### src/rtl/frt_pkg.sv
package frt_pkg;
  localparam int unsigned FLAG_BIT = 7;
  localparam int unsigned IE_BIT   = 6;
  localparam int unsigned MODE_BIT = 5;

  typedef enum logic {
    REG_CTRL = 1'b0,
    REG_CMP  = 1'b1
  } reg_sel_e;
endpackage

### src/rtl/frt_counter.sv
module frt_counter #(
  parameter int unsigned W = 16
) (
  input  logic         clk_i,
  input  logic         rst_ni,
  input  logic         tick_i,
  input  logic         clr_mode_i,
  input  logic [W-1:0] cmp_i,
  output logic [W-1:0] count_o,
  output logic         evt_o
);
  localparam logic [W-1:0] ALL_ONES = {W{1'b1}};

  logic [W-1:0] count_q;
  logic         match_clr;
  logic         wrap;

  assign match_clr = clr_mode_i && (count_q == cmp_i);
  assign wrap      = (count_q == ALL_ONES);
  assign evt_o     = tick_i && (match_clr || wrap);
  assign count_o   = count_q;

  always_ff @(posedge clk_i or negedge rst_ni) begin
    if (!rst_ni)        count_q <= '0;
    else if (tick_i) begin
      if (match_clr)    count_q <= '0;
      else              count_q <= count_q + 1'b1;
    end
  end


  hold_chk: assert property (@(posedge clk_i) disable iff (!rst_ni)
    !tick_i |=> $stable(count_q));

  incr_chk: assert property (@(posedge clk_i) disable iff (!rst_ni)
    (tick_i && !match_clr && !wrap) |=> (count_q == $past(count_q) + 1'b1));

  wrap_chk: assert property (@(posedge clk_i) disable iff (!rst_ni)
    (tick_i && wrap) |=> (count_q == '0));

  match_clr_chk: assert property (@(posedge clk_i) disable iff (!rst_ni)
    (tick_i && clr_mode_i && (count_q == cmp_i)) |=> (count_q == '0));
endmodule

### src/rtl/frt_ctrl.sv
module frt_ctrl (
  input  logic clk_i,
  input  logic rst_ni,
  input  logic wr_i,
  input  logic flag_wr_i,
  input  logic ie_wr_i,
  input  logic mode_wr_i,
  input  logic evt_i,
  output logic flag_o,
  output logic ie_o,
  output logic mode_o,
  output logic irq_o
);
  logic flag_q, ie_q, mode_q, irq_q;

  always_ff @(posedge clk_i or negedge rst_ni) begin
    if (!rst_ni) begin
      flag_q <= 1'b0;
      ie_q   <= 1'b0;
      mode_q <= 1'b0;
      irq_q  <= 1'b0;
    end else begin
      // set event beats a clearing write
      if (evt_i)                    flag_q <= 1'b1;
      else if (wr_i && !flag_wr_i)  flag_q <= 1'b0;
      if (wr_i) begin
        ie_q   <= ie_wr_i;
        mode_q <= mode_wr_i;
      end
      irq_q <= flag_q && ie_q;
    end
  end

  assign flag_o = flag_q;
  assign ie_o   = ie_q;
  assign mode_o = mode_q;
  assign irq_o  = irq_q;


  set_wins_chk: assert property (@(posedge clk_i) disable iff (!rst_ni)
    evt_i |=> flag_q);

  keep_flag_chk: assert property (@(posedge clk_i) disable iff (!rst_ni)
    (flag_q && (!wr_i || flag_wr_i)) |=> flag_q);

  irq_rise_chk: assert property (@(posedge clk_i) disable iff (!rst_ni)
    (flag_q && ie_q) |=> irq_q);

  irq_fall_chk: assert property (@(posedge clk_i) disable iff (!rst_ni)
    !(flag_q && ie_q) |=> !irq_q);
endmodule

### src/rtl/frt_timer.sv
module frt_timer
  import frt_pkg::*;
#(
  parameter int unsigned CNT_W = 16
) (
  input  logic             clk_i,
  input  logic             rst_ni,
  input  logic             tick_i,
  input  logic             bus_we_i,
  input  logic             bus_addr_i,
  input  logic [CNT_W-1:0] bus_wdata_i,
  output logic [CNT_W-1:0] bus_rdata_o,
  output logic [CNT_W-1:0] count_o,
  output logic             irq_o
);
  logic [CNT_W-1:0] cmp_q;
  logic [CNT_W-1:0] ctrl_word;
  logic             evt, flag, ie, mode, ctrl_wr;

  assign ctrl_wr = bus_we_i && (bus_addr_i == REG_CTRL);

  always_ff @(posedge clk_i or negedge rst_ni) begin
    if (!rst_ni)                                 cmp_q <= '1;
    else if (bus_we_i && bus_addr_i == REG_CMP)  cmp_q <= bus_wdata_i;
  end

  frt_counter #(.W(CNT_W)) u_cnt (
    .clk_i      (clk_i),
    .rst_ni     (rst_ni),
    .tick_i     (tick_i),
    .clr_mode_i (mode),
    .cmp_i      (cmp_q),
    .count_o    (count_o),
    .evt_o      (evt)
  );

  frt_ctrl u_ctrl (
    .clk_i     (clk_i),
    .rst_ni    (rst_ni),
    .wr_i      (ctrl_wr),
    .flag_wr_i (bus_wdata_i[FLAG_BIT]),
    .ie_wr_i   (bus_wdata_i[IE_BIT]),
    .mode_wr_i (bus_wdata_i[MODE_BIT]),
    .evt_i     (evt),
    .flag_o    (flag),
    .ie_o      (ie),
    .mode_o    (mode),
    .irq_o     (irq_o)
  );

  always_comb begin
    ctrl_word           = '0;
    ctrl_word[FLAG_BIT] = flag;
    ctrl_word[IE_BIT]   = ie;
    ctrl_word[MODE_BIT] = mode;
  end

  assign bus_rdata_o = (bus_addr_i == REG_CMP) ? cmp_q : ctrl_word;


  cmp_wr_chk: assert property (@(posedge clk_i) disable iff (!rst_ni)
    (bus_we_i && bus_addr_i == REG_CMP) |=> (cmp_q == $past(bus_wdata_i)));
endmodule

### config.mk
export PLATFORM = sky130hd
export DESIGN_NAME = frt_timer
export DESIGN_NICKNAME = d
export VERILOG_FILES = /design/src/rtl/frt_pkg.sv /design/src/rtl/frt_counter.sv /design/src/rtl/frt_ctrl.sv /design/src/rtl/frt_timer.sv
export SDC_FILE = /design/constraint.sdc
export NUM_CORES = 1
export LEC_CHECK = 0
export BUFFER_PORTS_ARGS = -buffer_cell sky130_fd_sc_hd__buf_2
export CAP_MARGIN = 20
export CORE_MARGIN = 10
export CORE_UTILIZATION = 47
export CTS_CLUSTER_SIZE = 20
export DETAILED_ROUTE_END_ITERATION = 10
export GPL_ROUTABILITY_DRIVEN = 0
export GPL_TIMING_DRIVEN = 0
export PLACE_DENSITY = 0.82
export SETUP_SLACK_MARGIN = 0.5
export SLEW_MARGIN = 20
export SYNTH_ARGS = -nofsm -noshare
export SYNTH_HDL_FRONTEND = slang
export SYNTH_SLANG_ARGS = --single-unit
### constraint.sdc
create_clock -name clk_i -period 1.8 [get_ports clk_i]
set_clock_uncertainty 0.2 [all_clocks]
set_input_delay 0.36 -clock clk_i [delete_from_list [all_inputs] [get_ports clk_i]]
set_output_delay 0.36 -clock clk_i [all_outputs]
set_load 0.01 [all_outputs]
## Yosys cells after proc, flatten, opt, wreduce, memory -nomap -nowiden

Index checks and enable logic that the tools add are counted.

| operators by class | value |
|---|---|
| bitwise logic cells | 1 |
| add/sub/neg operators | 1 |
| multiplexer cells | 4 |
| eq/ne operators | 2 |
| reductions and logical operators | 9 |

Operators with widths:

| kind | count |
|---|---|
| 16-bit two-way mux | 2 |
| 16-bit by 1-bit adder with 16-bit output (second input constant) | 1 |
| 16-bit equality test | 1 |
| 16-bit equality test (second input constant) | 1 |
| 1-bit logical AND | 6 |
| 1-bit two-way mux | 2 |
| 2-bit nonzero test | 1 |
| 1-bit zero test | 1 |
| 1-bit logical OR | 1 |
| 1-bit inverter | 1 |

| word-level totals | value |
|---|---|
| bits of input ports | 21 |
| bits in registers | 36 |
| output and inout bits | 33 |
| word-level logic and storage cells | 23 |

## Longest topological paths before layout

| logic depth | value |
|---|---|
| word-level depth | 5 |
| mapped depth | 8 |
| depth with buffers taken out | 6 |

## Hierarchy

A second synthesis with hierarchy kept.

| unflattened totals | value |
|---|---|
| cells, all modules | 168 |
| area, all modules | 1941.9 µm² |

Modules (own cells, without submodules):

| module | area each (µm²) | cells an instance | seq. area each (µm²) | times used |
|---|---|---|---|---|
| frt_counter | 1002.2 | 106 | 400.4 | 1 |
| frt_timer | 797.0 | 53 | 420.4 | 1 |
| frt_ctrl | 142.6 | 9 | 100.1 | 1 |

## Worst setup path before layout

No wires, ideal clock.

| timing | value |
|---|---|
| kind | reg-to-reg |
| start | register u_cnt.count_q[0] (netlist: u_cnt.count_o[0]) |
| end | register u_ctrl.flag_q (netlist: u_ctrl.flag_o) |
| path buffers | 0 |
| setup slack | -0.104 ns |
| cell stages (with the launch flop) | 6 |
| data arrival time | 1.634 ns |
| required time | 1.530 ns |
| cells stage by stage | dfrtp_1 > ha_1 > and3_2 > nand3_1 > or4_1 > nand3b_1 |

| between the ends | value |
|---|---|
| cells in the longest elaborated chain, start to end | 5 |

RTL lines:

| element | RTL line | text |
|---|---|---|
| from (decl) | frt_counter.sv:14 | `logic [W-1:0] count_q;` |
| from (signal assigned) | frt_counter.sv:27 | `else count_q <= count_q + 1'b1;` |
| 16-bit equality test | frt_counter.sv:18 | `assign match_clr = clr_mode_i && (count_q == cmp_i);` |
| 1-bit logical AND | frt_counter.sv:18 |  |
| 1-bit logical OR * | frt_counter.sv:20 | `assign evt_o = tick_i && (match_clr \|\| wrap);` |
| 1-bit logical AND * | frt_counter.sv:20 |  |
| 1-bit two-way mux / 2-bit nonzero test (equally long branches) | -- |  |
| to (signal assigned) | frt_ctrl.sv:18 | `flag_q <= 1'b0;` |
| to (signal assigned) | frt_ctrl.sv:24 | `if (evt_i) flag_q <= 1'b1;` |
| to (signal assigned) | frt_ctrl.sv:25 | `else if (wr_i && !flag_wr_i) flag_q <= 1'b0;` |
| to (decl) | frt_ctrl.sv:14 | `logic flag_q, ie_q, mode_q, irq_q;` |

Mark *: on every way between the ends. The rest lies on a longest branch, timed or not.
A chain may end at the register's enable or synchronous reset.

## Worst setup path in the final report

| timing | value |
|---|---|
| start | register cmp_q[6] |
| end | register u_cnt.count_q[1] (netlist: u_cnt.count_o[1]) |

| between the ends | value |
|---|---|
| cells in the longest elaborated chain, start to end | 3 |

RTL lines:

| element | RTL line | text |
|---|---|---|
| from (decl) | frt_timer.sv:16 | `logic [CNT_W-1:0] cmp_q;` |
| from (signal assigned) | frt_timer.sv:24 | `else if (bus_we_i && bus_addr_i == REG_CMP) cmp_q <= bus_wdata_i;` |
| 16-bit equality test | frt_counter.sv:18 |  |
| 1-bit logical AND | frt_counter.sv:18 |  |
| 16-bit two-way mux | frt_counter.sv:26 | `if (match_clr) count_q <= '0;` |

Every way passes these cells.

==> results.rst <==
.. list-table::
   :header-rows: 1

   * - Metric
     - Value
   * - Diode count
     - 0
   * - Sequential area share after synthesis
     - 0.4758
   * - Ports
     - 54
   * - Met1 usage
     - 0.1532
   * - Data required time at the worst endpoint
     - about 1.8 ns
   * - Clock tree from TritonCTS
     - done
   * - Clock Path Buffers
     - 2
   * - Number of detailed-route iterations in the first pass
     - 4
   * - Final critical path time including I/O delays and setup
     - 1.957 ns
   * - Filler-free cell count of the finished design
     - between 300 and 400
   * - Total global routing overflow
     - 0
   * - Overall routing resource usage
     - 0.1388
   * - Cell Rows
     - 23
   * - Number of hold violations in the final report
     - 20
   * - Top Usage Layer GRT
     - met2
   * - Violated checks
     - negative hold slack, negative setup slack
   * - Count of synthesis-stage warnings from yosys
     - 0
   * - Type of destination of the critical path
     - flop
   * - Initial Utilization
     - 0.4839
   * - Remaining number of nets flagged by the antenna check after routing
     - 0
   * - Post-layout total power
     - between 2 and 3 mW
   * - Complex-gate fraction of the synthesized area
     - 0.01099
   * - Root buffer selected by CTS
     - sky130_fd_sc_hd__clkbuf_8
   * - Worst reg-to-reg setup slack
     - -0.16 ns
   * - Count of clock tree sinks
     - 36
   * - Clk pin slew, worst setup/hold paths
     - 0.07 ns
   * - Syn Inst Count
     - 173
   * - Final nets
     - about 280
   * - Die X-Extent
     - between 80 and 90 µm
   * - Die ar.
     - around 0.0071 mm²
   * - Avg Inst Size Synth
     - between 10 and 15 µm²
   * - Vias
     - 1598
   * - Critical R2R Launch
     - cmp_q[6]
   * - Final setup slack of the worst path
     - -0.1568 ns
   * - Worst endpoint data arrival time
     - slightly below 2 ns
   * - Total wire length
     - ~5200 µm
   * - Synthesized Nets
     - between 150 and 200
   * - Share of the clock period used by the worst path
     - 1.087
   * - Library cell with the largest summed area after synthesis
     - sky130_fd_sc_hd__dfrtp_1
   * - Latest clock arrival within the worst-skew pair
     - between 0.2 and 0.3 ns
   * - Met2 usage in global routing
     - 0.2372
   * - Starting DRT DRC Count
     - 130
   * - Count of endpoints failing setup in the final report
     - 17
   * - Setup repair after global routing missed its margin
     - yes
   * - Number of antenna violations at the first check in global routing
     - 0
   * - HP Class
     - input pin to asynchronous set/reset pin
   * - Wire length per cell
     - 16.64 µm
   * - Maximum number of pins on one net before global-route repair
     - 37
   * - Number of violations of the max-capacitance limit
     - 0
   * - XOR/XNOR share of the synthesized area
     - 0.1267
   * - Die height
     - approximately 84 µm
   * - Slew Viols, Final
     - 0
   * - Worst Tran Pin Value
     - about 0.77 ns
   * - Maximum clock frequency
     - slightly above 0.5 GHz
   * - Post-route worst hold slack
     - -0.05304 ns
   * - Worst slew margin
     - 0.4855
   * - Layout fillers
     - around 240
   * - End of the worst register-to-register path
     - u_cnt.count_o[1]
   * - Remaining design rule violation count
     - 0
   * - Htree depth
     - 2
   * - Worst Setup Start Kind
     - flop
   * - Result of the run
     - complete, but fails checks
   * - P&R area growth vs syn
     - 54.56%
   * - Basic-gate share of the synthesized area counting and, or, nand and nor cells
     - 0.2114
   * - Ranking of synthesized cells by area
     - sky130_fd_sc_hd__dfrtp_1, sky130_fd_sc_hd__dfstp_2, sky130_fd_sc_hd__mux2_2, sky130_fd_sc_hd__xnor2_1, sky130_fd_sc_hd__and2_1
   * - First-pass GRT wire length
     - about 8100 µm
   * - Crit Path Category
     - flop to flop
   * - Worst slack, placed
     - -0.08856 ns
   * - Fraction of the mapped netlist area in adder cells
     - 0.006464
   * - Register bit total from synthesis
     - 36
   * - Cell Pwr Density
     - 841.9 mW/mm²
   * - Cell area after synthesis
     - 0.001936 mm²
   * - Worst-case vdd ir drop
     - 560.2 µV
   * - Count of cells along the worst register-to-register path
     - 7
   * - Via density per instance
     - a little over 5
   * - Clock buffers created by TritonCTS
     - 5
   * - Placed wire-length estimate after detailed placement
     - ~3500 µm
   * - Number of distinct library cells after synthesis
     - 33
   * - Via count of the first global-routing pass
     - about 1700
   * - Combinational family with the most area after synthesis
     - simple AND/OR/NAND/NOR gates
   * - Static leakage
     - 1.326 nW
   * - Multiplexer fraction of the synthesized cell area
     - 0.1273
   * - Fraction of layout instances using a drive strength above 1
     - 0.6552
   * - Worst Path Max Fanout
     - 6
   * - Fraction of post-synthesis cell area in the top cell type by area
     - 0.2586
   * - Met3 track demand over resource in global routing
     - 0.05217
   * - Area of the core
     - about 0.0040 mm²
   * - Placed cell count
     - about 280
   * - Count of buffers inserted at the top-level ports
     - 52
[kinds of logic after synthesis]
group | after synthesis
adder cells (fa/ha/maj) | 1
flip-flops | 36
multiplexers | 22
buffers and inverters | 11
AO/OA/AOI/OAI | 4
AND/OR/NAND/NOR | 71
XOR/XNOR | 28
[how the worst max path moves through the flow]
| stage | start | to | slack, ns | cells past startpoint |
|---|---|---|---|---|
| floorplan | u_cnt.count_o[14] | u_cnt.count_o[1] | 0.05 | 7 |
| global placement | cmp_q[14] | u_cnt.count_o[14] | -0.04 | 7 |
| detailed placement | cmp_q[14] | u_cnt.count_o[8] | -0.09 | 7 |
| CTS | cmp_q[10] | u_cnt.count_o[12] | -0.06 | 7 |
| global route | cmp_q[6] | u_cnt.count_o[1] | -0.21 | 7 |
| finish | cmp_q[6] | u_cnt.count_o[1] | -0.16 | 7 |
[cells in the mapped netlist]
cell / instances
sky130_fd_sc_hd__mux2_2: 21
sky130_fd_sc_hd__dfstp_2: 16
sky130_fd_sc_hd__and3_1: 5
sky130_fd_sc_hd__xnor2_1: 21
sky130_fd_sc_hd__xor2_1: 7
sky130_fd_sc_hd__buf_6: 3
sky130_fd_sc_hd__inv_1: 3
sky130_fd_sc_hd__buf_4: 1
sky130_fd_sc_hd__or4_1: 1
sky130_fd_sc_hd__nor2_1: 18
sky130_fd_sc_hd__nor3_1: 7
sky130_fd_sc_hd__mux2i_1: 1
sky130_fd_sc_hd__and2_1: 14
sky130_fd_sc_hd__nor2b_1: 1
sky130_fd_sc_hd__nand2_1: 6
sky130_fd_sc_hd__clkbuf_8: 1
sky130_fd_sc_hd__nand4_1: 5
sky130_fd_sc_hd__buf_2: 2
sky130_fd_sc_hd__o21ai_0: 2
sky130_fd_sc_hd__a31oi_1: 1
sky130_fd_sc_hd__and4_1: 1
sky130_fd_sc_hd__nand3b_1: 1
sky130_fd_sc_hd__and2_2: 1
sky130_fd_sc_hd__ha_1: 1
sky130_fd_sc_hd__nand3_1: 5
sky130_fd_sc_hd__a21oi_1: 1
sky130_fd_sc_hd__nor4_1: 1
sky130_fd_sc_hd__or2_1: 1
sky130_fd_sc_hd__clkbuf_1: 1
sky130_fd_sc_hd__nor4_4: 2
sky130_fd_sc_hd__dfrtp_1: 20
sky130_fd_sc_hd__and3_2: 1
sky130_fd_sc_hd__or2b_2: 1
[layout by cell type (no fill, tap or decap), types with 8 or more instances in the layout]
cell type,count
sky130_fd_sc_hd__dfstp_2,16
sky130_fd_sc_hd__buf_4,19
sky130_fd_sc_hd__dfrtp_2,14
sky130_fd_sc_hd__clkbuf_8,8
sky130_fd_sc_hd__xnor2_1,21
sky130_fd_sc_hd__and2_4,11
sky130_fd_sc_hd__buf_2,22
sky130_fd_sc_hd__buf_6,39
sky130_fd_sc_hd__nor2_1,17
sky130_fd_sc_hd__mux2_2,16
[per-stage QoR]
stage	TNS, ns	utilization	cell area, µm²
5_1_grt	-2.946	0.7479	2992
2_1_floorplan	0	-	2072
3_3_place_gp	-0.3601	0.5987	2395
6_report	-2.008	0.7479	2992
3_5_place_dp	-0.8821	0.5987	2395
4_1_cts	-0.6978	0.6869	2748
[report_power, final]
part,switching (mW),total (mW),internal (mW),leakage [nW]
clock network,0.280,0.592,0.312,0.0455
logic,0.303,0.786,0.483,0.867
registers,0.173,1.14,0.968,0.414
[sequential cells by signal, indices dropped and copies added (netlist names)]
name / flops
cmp_q: 16
u_cnt.count_o: 16
u_ctrl.flag_o: 1
u_ctrl.ie_o: 1
u_ctrl.irq_o: 1
u_ctrl.mode_o: 1
[worst max-delay path: stages (launching register included)]
cell                        delay [ns]
sky130_fd_sc_hd__dfstp_2          0.56
sky130_fd_sc_hd__xor2_2           0.07
sky130_fd_sc_hd__nor4_1           0.27
sky130_fd_sc_hd__and3_1           0.23
sky130_fd_sc_hd__and3_4           0.20
sky130_fd_sc_hd__buf_8            0.13
sky130_fd_sc_hd__clkbuf_16        0.14
sky130_fd_sc_hd__nor2_1           0.04
[repair_timing]
| item | 4_1_cts | 5_1_grt |
|---|---|---|
| pin swaps | 8 | 8 |
| gates resized for setup | 33 | 26 |
| buffers inserted | 12 | 15 |
| endpoints found under the hold margin | 20 | 0 |
| endpoints found under the setup margin | 50 | 50 |
| cloned | 0 | 1 |
[cell type report]
| type | count | area, µm² | area share |
|---|---|---|---|
| repair buffers | 80 | 714.4 | 0.2388 |
| inverters | 3 | 11.26 | 0.003764 |
| well taps | 50 | 62.56 | 0.02091 |
| multi-input cells | 126 | 1060 | 0.3542 |
| clock buffers | 8 | 90.09 | 0.03011 |
| plain buffers | 8 | 115.1 | 0.03848 |
| flip-flops and latches | 36 | 938.4 | 0.3137 |
[routing by layer]
metal,vias up,wire (µm)
met5,-,0
met4,0,111
met3,11,373
met2,58,2577
met1,763,2112
li1,766,-
Power figures use the tool's default switching activity.
